### config.mk
export PLATFORM = sky130hd
export DESIGN_NAME = spi_xfer_ctrl
export DESIGN_NICKNAME = d
export VERILOG_FILES = /design/src/rtl/spi_xfer_pkg.sv /design/src/rtl/spi_xfer_fifo.sv /design/src/rtl/spi_xfer_shifter.sv /design/src/rtl/spi_xfer_ctrl.sv
export SDC_FILE = /design/constraint.sdc
export NUM_CORES = 1
export LEC_CHECK = 0
export BUFFER_PORTS_ARGS = -buffer_cell sky130_fd_sc_hd__buf_4
export CORE_UTILIZATION = 45
export DETAILED_ROUTE_END_ITERATION = 10
export HOLD_SLACK_MARGIN = 0.06
export PLACE_DENSITY = 0.64
export SYNTH_ARGS = -nofsm -noshare
export SYNTH_HDL_FRONTEND = slang
export SYNTH_SLANG_ARGS = --single-unit
### constraint.sdc
create_clock -name clk -period 5.8 [get_ports clk]
set_input_delay 0.87 -clock clk [delete_from_list [all_inputs] [get_ports clk]]
set_output_delay 0.87 -clock clk [all_outputs]
set_load 0.02 [all_outputs]
### src/rtl/spi_xfer_pkg.sv
package spi_xfer_pkg;
    localparam int ADDR_W = 3;

    typedef enum logic [ADDR_W-1:0] {
        REG_CTRL = 3'd0,
        REG_SEL  = 3'd1,
        REG_LEN  = 3'd2,
        REG_DATA = 3'd3,
        REG_STAT = 3'd4,
        REG_EVT  = 3'd5
    } reg_idx_e;

    localparam int CTRL_MODE_BIT = 12;
    localparam int CTRL_DIR_BIT  = 13;
    localparam int CTRL_GO_BIT   = 15;
endpackage

### src/rtl/spi_xfer_fifo.sv
module spi_xfer_fifo #(
    parameter int W     = 32,
    parameter int DEPTH = 4
) (
    input  logic         clk,
    input  logic         rst_n,
    input  logic         push,
    input  logic         pop,
    input  logic [W-1:0] wdata,
    output logic [W-1:0] head,
    output logic         full,
    output logic         empty
);
    localparam int PTR_W = (DEPTH > 1) ? $clog2(DEPTH) : 1;
    localparam int CNT_W = $clog2(DEPTH + 1);

    typedef struct packed {
        logic [DEPTH-1:0][W-1:0] mem;
        logic [PTR_W-1:0]        rp;
        logic [PTR_W-1:0]        wp;
        logic [CNT_W-1:0]        cnt;
    } fifo_t;

    fifo_t q, d;
    logic  do_push, do_pop;

    function automatic logic [PTR_W-1:0] bump(input logic [PTR_W-1:0] p);
        return (p == PTR_W'(DEPTH - 1)) ? '0 : p + PTR_W'(1);
    endfunction

    always_comb begin
        d       = q;
        do_push = push && !full;
        do_pop  = pop && !empty;
        if (do_push) begin
            d.mem[q.wp] = wdata;
            d.wp        = bump(q.wp);
        end
        if (do_pop) d.rp = bump(q.rp);
        if (do_push && !do_pop)      d.cnt = q.cnt + CNT_W'(1);
        else if (do_pop && !do_push) d.cnt = q.cnt - CNT_W'(1);
    end

    always_ff @(posedge clk or negedge rst_n) begin
        if (!rst_n) q <= '0;
        else        q <= d;
    end

    assign head  = q.mem[q.rp];
    assign full  = (q.cnt == CNT_W'(DEPTH));
    assign empty = (q.cnt == '0);
endmodule

### src/rtl/spi_xfer_shifter.sv
module spi_xfer_shifter #(
    parameter int BAUD_W = 3
) (
    input  logic              clk,
    input  logic              rst_n,
    input  logic [BAUD_W-1:0] baud,
    input  logic              start,
    input  logic [7:0]        tx_byte,
    input  logic              miso,
    output logic              sclk,
    output logic              mosi,
    output logic              done,
    output logic [7:0]        rx_byte
);
    localparam int DIV_W = 2 ** BAUD_W;

    typedef struct packed {
        logic             active;
        logic             sck;
        logic [2:0]       bitn;
        logic [DIV_W-1:0] div;
        logic [7:0]       tx;
        logic [7:0]       rx;
    } sh_t;

    sh_t              q, d;
    logic [DIV_W-1:0] half_m1;
    logic             tick;

    always_comb begin
        d       = q;
        half_m1 = (DIV_W'(1) << baud) - DIV_W'(1);
        tick    = q.active && (q.div == half_m1);
        done    = tick && q.sck && (q.bitn == 3'd7);
        if (!q.active) begin
            if (start) begin
                d.active = 1'b1;
                d.sck    = 1'b0;
                d.bitn   = '0;
                d.div    = '0;
                d.tx     = tx_byte;
            end
        end else if (tick) begin
            d.div = '0;
            d.sck = !q.sck;
            if (!q.sck) begin
                d.rx = {q.rx[6:0], miso};
            end else if (q.bitn == 3'd7) begin
                d.active = 1'b0;
            end else begin
                d.tx   = {q.tx[6:0], 1'b0};
                d.bitn = q.bitn + 3'd1;
            end
        end else begin
            d.div = q.div + DIV_W'(1);
        end
    end

    always_ff @(posedge clk or negedge rst_n) begin
        if (!rst_n) q <= '0;
        else        q <= d;
    end

    assign sclk    = q.sck;
    assign mosi    = q.active ? q.tx[7] : 1'b0;
    assign rx_byte = q.rx;
endmodule

### src/rtl/spi_xfer_ctrl.sv
module spi_xfer_ctrl
    import spi_xfer_pkg::*;
#(
    parameter int BAUD_W     = 3,
    parameter int LEN_W      = 21,
    parameter int FIFO_DEPTH = 4
) (
    input  logic        clk,
    input  logic        rst_n,
    input  logic        bus_wr,
    input  logic        bus_rd,
    input  logic [2:0]  bus_addr,
    input  logic [31:0] bus_wdata,
    output logic [31:0] bus_rdata,
    output logic        spi_sclk,
    output logic        spi_mosi,
    input  logic        spi_miso,
    output logic        spi_cs_n
);
    localparam int DATA_W = 32;
    localparam int BYTES  = DATA_W / 8;
    localparam int IDX_W  = $clog2(BYTES);

    typedef struct packed {
        logic [BAUD_W-1:0] baud;
        logic              mode;
        logic              dir;
        logic              busy;
        logic              sel;
        logic              evt;
        logic [LEN_W-1:0]  len;
        logic [LEN_W-1:0]  idx;
        logic              flight;
        logic [DATA_W-1:0] asm_w;
    } ctl_t;

    ctl_t q, d;

    logic              f_push, f_pop, f_full, f_empty;
    logic [DATA_W-1:0] f_wdata, f_head;
    logic              cpu_push, cpu_pop, blk_push, blk_pop;
    logic [DATA_W-1:0] blk_word;
    logic              sh_start, sh_done;
    logic [7:0]        sh_tx, sh_rx;
    logic [IDX_W-1:0]  pos, done_pos;
    logic [LEN_W-1:0]  prev_idx;
    logic              last_launch, can_go;
    logic              busy_w, evt_w;

    always_comb begin
        d           = q;
        blk_push    = 1'b0;
        blk_pop     = 1'b0;
        blk_word    = '0;
        sh_start    = 1'b0;
        sh_tx       = '0;
        pos         = q.idx[IDX_W-1:0];
        prev_idx    = q.idx - LEN_W'(1);
        done_pos    = prev_idx[IDX_W-1:0];
        last_launch = (q.idx + LEN_W'(1) == q.len);
        can_go      = q.dir ? !f_empty : !f_full;

        cpu_push = bus_wr && (bus_addr == REG_DATA) && q.dir && !f_full;
        cpu_pop  = bus_rd && (bus_addr == REG_DATA) && !q.dir && !f_empty;

        if (bus_wr && !q.busy) begin
            if (bus_addr == REG_CTRL) begin
                d.baud = bus_wdata[BAUD_W-1:0];
                d.mode = bus_wdata[CTRL_MODE_BIT];
                d.dir  = bus_wdata[CTRL_DIR_BIT];
                if (bus_wdata[CTRL_GO_BIT]) begin
                    d.busy   = 1'b1;
                    d.sel    = 1'b1;
                    d.idx    = '0;
                    d.flight = 1'b0;
                    d.asm_w  = '0;
                end
            end
            if (bus_addr == REG_LEN) d.len = bus_wdata[LEN_W-1:0];
            if (bus_addr == REG_SEL && !bus_wdata[0]) d.sel = 1'b0;
        end
        if (bus_wr && (bus_addr == REG_EVT) && bus_wdata[0]) d.evt = 1'b0;

        if (q.busy) begin
            if (!q.flight && (q.idx != q.len)) begin
                if (can_go) begin
                    sh_start = 1'b1;
                    for (int b = 0; b < BYTES; b++)
                        if (IDX_W'(b) == pos) sh_tx = f_head[8*b +: 8];
                    d.idx    = q.idx + LEN_W'(1);
                    d.flight = 1'b1;
                    if (q.dir && (pos == IDX_W'(BYTES - 1) || last_launch))
                        blk_pop = 1'b1;
                end
            end else if (q.flight && sh_done) begin
                d.flight = 1'b0;
                if (!q.dir) begin
                    blk_word = q.asm_w;
                    for (int b = 0; b < BYTES; b++)
                        if (IDX_W'(b) == done_pos) blk_word[8*b +: 8] = sh_rx;
                    if (done_pos == IDX_W'(BYTES - 1) || q.idx == q.len) begin
                        blk_push = 1'b1;
                        d.asm_w  = '0;
                    end else begin
                        d.asm_w = blk_word;
                    end
                end
            end else if (!q.flight && (q.idx == q.len)) begin
                d.busy = 1'b0;
                d.evt  = 1'b1;
            end
        end

        f_push  = q.dir ? cpu_push : blk_push;
        f_pop   = q.dir ? blk_pop : cpu_pop;
        f_wdata = q.dir ? bus_wdata : blk_word;
    end

    always_ff @(posedge clk or negedge rst_n) begin
        if (!rst_n) q <= '0;
        else        q <= d;
    end

    always_comb begin
        bus_rdata = '0;
        unique case (bus_addr)
            REG_CTRL: begin
                bus_rdata[BAUD_W-1:0]    = q.baud;
                bus_rdata[CTRL_MODE_BIT] = q.mode;
                bus_rdata[CTRL_DIR_BIT]  = q.dir;
                bus_rdata[CTRL_GO_BIT]   = q.busy;
            end
            REG_SEL:  bus_rdata[0] = q.sel;
            REG_LEN:  bus_rdata[LEN_W-1:0] = q.len;
            REG_DATA: bus_rdata = f_head;
            REG_STAT: bus_rdata[0] = f_full;
            REG_EVT:  bus_rdata[0] = q.evt;
            default:  bus_rdata = '0;
        endcase
    end

    spi_xfer_fifo #(.W(DATA_W), .DEPTH(FIFO_DEPTH)) u_fifo (
        .clk   (clk),
        .rst_n (rst_n),
        .push  (f_push),
        .pop   (f_pop),
        .wdata (f_wdata),
        .head  (f_head),
        .full  (f_full),
        .empty (f_empty)
    );

    spi_xfer_shifter #(.BAUD_W(BAUD_W)) u_shift (
        .clk     (clk),
        .rst_n   (rst_n),
        .baud    (q.baud),
        .start   (sh_start),
        .tx_byte (sh_tx),
        .miso    (spi_miso),
        .sclk    (spi_sclk),
        .mosi    (spi_mosi),
        .done    (sh_done),
        .rx_byte (sh_rx)
    );

    assign spi_cs_n = !q.sel;
    assign busy_w   = q.busy;
    assign evt_w    = q.evt;
endmodule

==> results of run 1 <==
-- final cells by class --
class,count,area (um^2),area share (%)
Multi-Input combinational cell,740,6340,41.7
Sequential cell,247,6180,40.6
Clock buffer,38,788,5.18
Timing Repair Buffer,89,688,4.52
Inverter,151,567,3.73
Tap cell,390,488,3.21
Clock inverter,11,161,1.06
-- power by group through the flow --
stage | Clock, uW | Combinational (uW) | Sequential, uW
global placement | 0 | 314 | 1880
global route | 1910 | 336 | 1860
detailed placement | 0 | 315 | 1880
CTS | 1840 | 316 | 1850
finish | 1800 | 311 | 1840
floorplan | 0 | 257 | 1790
-- worst max-delay path, stage by stage, from the launching register on --
cell and delay (ps):
dfrtp_1 500, or3_1 420, ha_1 280, nor4bb_1 180, a311oi_1 250, nor2_1 110
a311oi_1 840, nor3_2 140, buf_4 310, o2bb2ai_1 630, a22o_1 260
-- per-layer routing --
metal / track usage, % / vias up
met5: 0 / -
met4: 6.16 / 0
met3: 3.55 / 52
met2: 37.1 / 242
met1: 32.8 / 4859
li1: - / 4381
-- stage by stage --
stage,instances,utilization [%]
after floorplan,1214,-
after global placement,1617,48.3
after detailed placement,1617,48.3
after CTS,1666,51.5
after global routing,1666,51.5
final,1666,51.5
-- cells in the mapped netlist, types with 7 or more instances --
cell type	n	area share, %
dfrtp_1	247	46
inv_1	151	4.2
mux2i_1	134	9.9
mux2_2	77	6.4
nand2_1	49	1.4
nor2_1	49	1.4
a22o_1	47	3.0
a22oi_1	46	2.6
clkbuf_1	46	1.3
o21ai_0	36	1.3
mux4_2	32	5.3
xnor2_1	29	1.9
and2_1	26	1.2
nand3_1	22	0.82
a21oi_1	19	0.70
ha_1	17	1.6
xor2_1	16	1.0
buf_8	12	1.3
nor4_1	11	0.51
buf_2	10	0.37
nand4_1	9	0.42
nor3_1	9	0.33
o211ai_1	9	0.50
a211oi_1	8	0.44
and3_1	8	0.37
buf_1	8	0.22
a21o_1	7	0.39
nand2b_1	7	0.32
o31ai_1	7	0.39
-- flip-flops by register name, indices dropped and copies added (netlist names) --
name	cells
q	79
u_shift.rx_byte	8
u_fifo.q	135
evt_w	1
u_shift.sclk	1
u_shift.q	20
busy_w	1
pos	2
-- worst min path at each step --
stage	start	depth (start not counted)	slack (ps)	endpoint
2_1_floorplan	u_shift.q[14]	1	450	u_shift.q[14]
5_1_grt	rst_n	1	330	q[41]
3_3_place_gp	u_shift.q[14]	1	460	u_shift.q[14]
6_report	rst_n	1	290	q[41]
4_1_cts	rst_n	1	300	q[41]
3_5_place_dp	u_shift.q[14]	1	470	u_shift.q[14]
-- cell families after synthesis --
group | share of synthesized area [%]
compound gates | 12.2
xor+xnor | 2.92
fa+ha+maj | 1.72
buf+inv | 7.41
flops | 45.8
mux | 21.7
simple gates | 8.28
==> results_dict.tcl, run 1 <==
set metrics [dict create \
    top_layer_reached_by_signal_wires "met4" \
    root_buffer_cell "clkbuf_16" \
    critical_path.startpoint "q[81]" \
    largest_net_degree_at_the_start_of_global_routing 172 \
    crit-reg2reg-launch "q[81]" \
    post_cts.resized_instances 0 \
    met2WireLength_um 16500 \
    synthToLayoutAreaGrowth_pct 12.7 \
    post-place-ws_ps 1840 \
    finalWorstSetupSlack_ps 1790 \
    core_area_um2 29600 \
    grt_usage_pct 23.2 \
    grt_remaining_overflow 0 \
    drv_cap 0 \
    clockPowerShare_pct 45.6 \
    post_route_wl_um 34900 \
    io_pins 75 \
    first_global_vias 9691 \
    ctsLongestPathBuffers 3 \
    reg2reg_to "q[22]" \
    setup_viol_count_final 0 \
    vdd_ir_drop_max_v 0.000300 \
    net_switching_power_uw 978 \
    clock_sink_count 247 \
    wl_met3_um 1870 \
    most-common-layout-cells "246 x dfrtp_1, 151 x inv_1, 134 x mux2i_1" \
    period_needed_ps 4010 \
    critPathMaxFanout 36 \
    finish.net_count 1315 \
    grt_pass1_wl_um 55200 \
    hold_viol_final 0 \
    seqPwrFrac_pct 46.6 \
    synth-edff-count 0 \
    yosys_register_bits 247 \
    max_freq_mhz 249 \
    drt-wirelength-per-cell_um 21.0 \
    horizontal_die_dimension_um 175 \
    synth.avg_cell_area_um2 11.1 \
    die_h_um 175 \
    cts_made_buffers 28 \
    tns_setup_ps 0 \
    routabilityCongestion 0.886 \
    yosysSeqAreaShare_pct 45.8 \
    drt.antenna.violating_nets 0 \
    ys.warnings.count 0 \
    fin_worst_skew_ps 7.59 \
    drive_gt1_share_pct 20.5 \
    syn_area_um2 13500 \
    yosys_cell_types 70 \
    fin_worst_hold_slack_ps 287 \
    nets_in_the_synthesized_netlist 1272 \
    path_class "reg2reg" \
    switching_share_pct 24.7 \
    power_share_of_the_combinational_group_pct 7.9 \
    clock_insertion_delay_at_the_later_pin_of_the_skew_report_ps 550 \
    report.final.slew_viol_count 0 \
    antennaDiodeCount 0 \
    post-route-period-util_pct 69.2 \
    std_cell_rows 63 \
    r2r.worst_path.cells 10 \
    floorplan.die_area_um2 30700 \
    power.total_uw 3960 \
    dr_total_vias 9534 \
    worst_max_slew_margin_expressed_relative_to_the_limit_pct 29.6 \
    hold_fix_buffer_count_after_cts 0 \
    detailed_place_hpwl_um 24200 \
    cellLeakagePower_uw 0.00659 \
    netlist_instances 1214 \
    critical_path.endpoint "q[22]" \
    drt_iter0_markers 889 \
    worst_slew_pin_slew_ps 1050 \
    viasPerCell 5.72 \
    final_common_cell "dfrtp_1" \
    wl_on_met1_um 15700 \
    dpl_cell_area_um2 14300 \
    critical_path_required_ps 6290 \
    flop2flop_setup_slack_ps 1790 \
    tritoncts "done" \
    starting_utilization_of_the_core_area_pct 45.7 \
    p_per_area_nw_per_um2 260 \
    antenna_found_initial 0 \
    cts_max_level 1 \
    drt_pre_antenna_iters 5 \
    drc 0 \
    p_int_uw 2980 \
    cts.clk_slew.worst_paths_ps 60 \
    cp-end-kind "flop" \
    post_cts_buffers 0 \
    ys.flop_type "dfrtp_1" \
    unrepaired_setup_endpoints_after_global_routing "false" \
    min_path_type "in2async" \
    stdcell_area_um2 15200 \
    result_of_the_run "finished, final reports clean" \
    cp_data_arrival_time_ps 4500 \
    startpoint_type "flop" \
    n_fill_cell 2624 \
    port_buffers 74 \
    asyncSetResetFlopFracSynth_pct 100 \
]
No activity file was read; power rests on OpenSTA's default activity.
==> run 2: changes to the inputs <==
- clock period: 5.8 -> 3.8 ns (I/O delays scaled with it)
==> run 2 against run 1 <==
Net effect: the run now ends with negative hold slack left; sequential power increased by 52%; critical path depth rose by 2; clock skew is 8.6 ps higher; sequential share of layout area shrank 0.68 points; cell area up 1.7%; register-to-register slack lost 1600 ps; fmax up 10%; routed wire length up 3.9%; critical endpoint is now u_fifo.q[2]; largest cell class unchanged.
==> results_dict.tcl, run 2 (synthesized netlist as in run 1, its figures left out) <==
set metrics [dict create \
    starting_utilization_of_the_core_area_pct 45.7 \
    max_freq_mhz 274 \
    antenna_found_initial 0 \
    grt_remaining_overflow 0 \
    cts_made_buffers 28 \
    critical_path_required_ps 4270 \
    most-common-layout-cells "246 x dfrtp_1, 151 x inv_1, 134 x mux2i_1" \
    reg2reg_to "u_fifo.q[2]" \
    cp_slowest_cell "or4_4" \
    critPathMaxFanout 4 \
    horizontal_die_dimension_um 175 \
    fin_worst_skew_ps 16.2 \
    core_area_um2 29600 \
    tns_setup_ps 0 \
    drt.antenna.violating_nets 0 \
    largest_net_degree_at_the_start_of_global_routing 93 \
    r2r.worst_path.cells 12 \
    worst_max_slew_margin_expressed_relative_to_the_limit_pct 29.7 \
    ctsLongestPathBuffers 3 \
    antennaDiodeCount 0 \
    grt_pass1_wl_um 57500 \
    grt_usage_pct 24.1 \
    largest_register_ff_count 135 \
    root_buffer_cell "clkbuf_16" \
    routabilityCongestion 0.943 \
    synthToLayoutAreaGrowth_pct 14.6 \
    largestRegisters "u_fifo.q x135, q x79, u_shift.q x20" \
    cts_max_level 1 \
    critical_path.max_stage_delay_ps 540 \
    hold_fix_buffer_count_after_cts 0 \
    std_cell_rows 63 \
    viasPerCell 5.77 \
    first_global_vias 9731 \
    drt-wirelength-per-cell_um 21.5 \
    critical_path.endpoint "u_fifo.q[2]" \
    tritoncts "done" \
    worst_slew_pin_slew_ps 1050 \
    min_path_type "in2async" \
    post-route-period-util_pct 95.9 \
    hold_viol_final 1 \
    flop2flop_setup_slack_ps 160 \
    startpoint_type "flop" \
    registers.top_by_ff_count "u_fifo.q" \
    cp-end-kind "flop" \
    setup_viol_count_final 0 \
    p_per_area_nw_per_um2 390 \
    crit-reg2reg-launch "q[65]" \
    clock_insertion_delay_at_the_later_pin_of_the_skew_report_ps 550 \
    die_h_um 175 \
    critical_path.n_buffers_inverters 1 \
    cts.clk_slew.worst_paths_ps 60 \
    finish.net_count 1343 \
    io_pins 75 \
    drive_gt1_share_pct 22.3 \
    vdd_ir_drop_max_v 0.000456 \
    drt_pre_antenna_iters 7 \
    dr_total_vias 9763 \
    cp_data_arrival_time_ps 4120 \
    post_route_wl_um 36300 \
    path_class "reg2reg" \
    final_common_cell "dfrtp_1" \
    count_of_cell_instances_traversed_by_the_critical_path 12 \
    timing.critical_path.max_delay_family "simple AND/OR/NAND/NOR gates" \
    crit_path_frequent_cell "xor2_1" \
    clock_sink_count 247 \
    detailed_place_hpwl_um 25300 \
    report.final.slew_viol_count 0 \
    fin_worst_hold_slack_ps -0.0991 \
    period_needed_ps 3640 \
    drc 0 \
    port_buffers 74 \
    unrepaired_setup_endpoints_after_global_routing "false" \
    drt_iter0_markers 731 \
    cp_cell_sequence "xnor2_1, or4b_1, or4_4, o211ai_1, a21oi_1, a31oi_1, ha_1, inv_1, fa_1, xor2_1, nor2_1, xor2_1" \
    violations "negative hold slack" \
    floorplan.die_area_um2 30700 \
    drv_cap 0 \
    critical_path.startpoint "q[65]" \
    cellLeakagePower_uw 0.00672 \
    result_of_the_run "complete, but fails checks" \
]
==> run 2: area by class of cell <==
| class | instances | area [um^2] |
|---|---|---|
| Fill cell | 2640 | 14100 |
| Multi-Input combinational cell | 740 | 6350 |
| Sequential cell | 247 | 6180 |
| Timing Repair Buffer | 117 | 973 |
| Clock buffer | 39 | 802 |
| Inverter | 151 | 567 |
| Tap cell | 390 | 488 |
| Clock inverter | 9 | 115 |
==> run 2: how the worst min path moves through the flow <==
stage	to	slack, ps	cells after the start
after global routing	q[46]	60	1
after detailed placement	u_shift.q[13]	470	1
after floorplan	busy_w	270	0
after global placement	u_shift.q[13]	460	1
final	q[46]	-0.1	1
after CTS	q[46]	60	1
==> run 2: report_power, final <==
group	total [uW]	internal (uW)	switching (uW)
registers	2800	2660	141
clock network	2690	1600	1090
logic	535	259	276
total	6030	4520	1510
==> run 2: metal layers <==
metal,global-route usage (%),vias to the layer above,wire length (um)
met5,0,-,0
met4,7.07,0,977
met3,3.72,68,2070
met2,37.5,301,16600
met1,34.8,4969,16700
li1,-,4425,-
==> run 2: repair_timing <==
item | CTS | global route
setup buffers | 0 | 0
hold endpoints to repair | 0 | 0
resized for setup | 0 | 1
endpoints found under the setup margin | 0 | 1
==> run 2: worst register-to-register path, stage by stage (launching register included) <==
cell,delay [ps]
dfrtp_1,400
xnor2_1,310
or4b_1,460
or4_4,540
o211ai_1,250
a21oi_1,100
a31oi_1,370
ha_1,260
inv_1,60
fa_1,370
xor2_1,170
nor2_1,120
xor2_1,150
==> run 2: stage by stage <==
step	util (%)	instances	setup WS [ps]	total power, uW	area [um^2]
2_1_floorplan	-	1214	140	3130	13500
3_3_place_gp	49.2	1645	252	3380	14600
3_5_place_dp	49.2	1645	195	3390	14600
4_1_cts	52.3	1693	174	6080	15500
5_1_grt	52.3	1693	27.3	6240	15500
6_report	52.3	1693	155	6030	15500
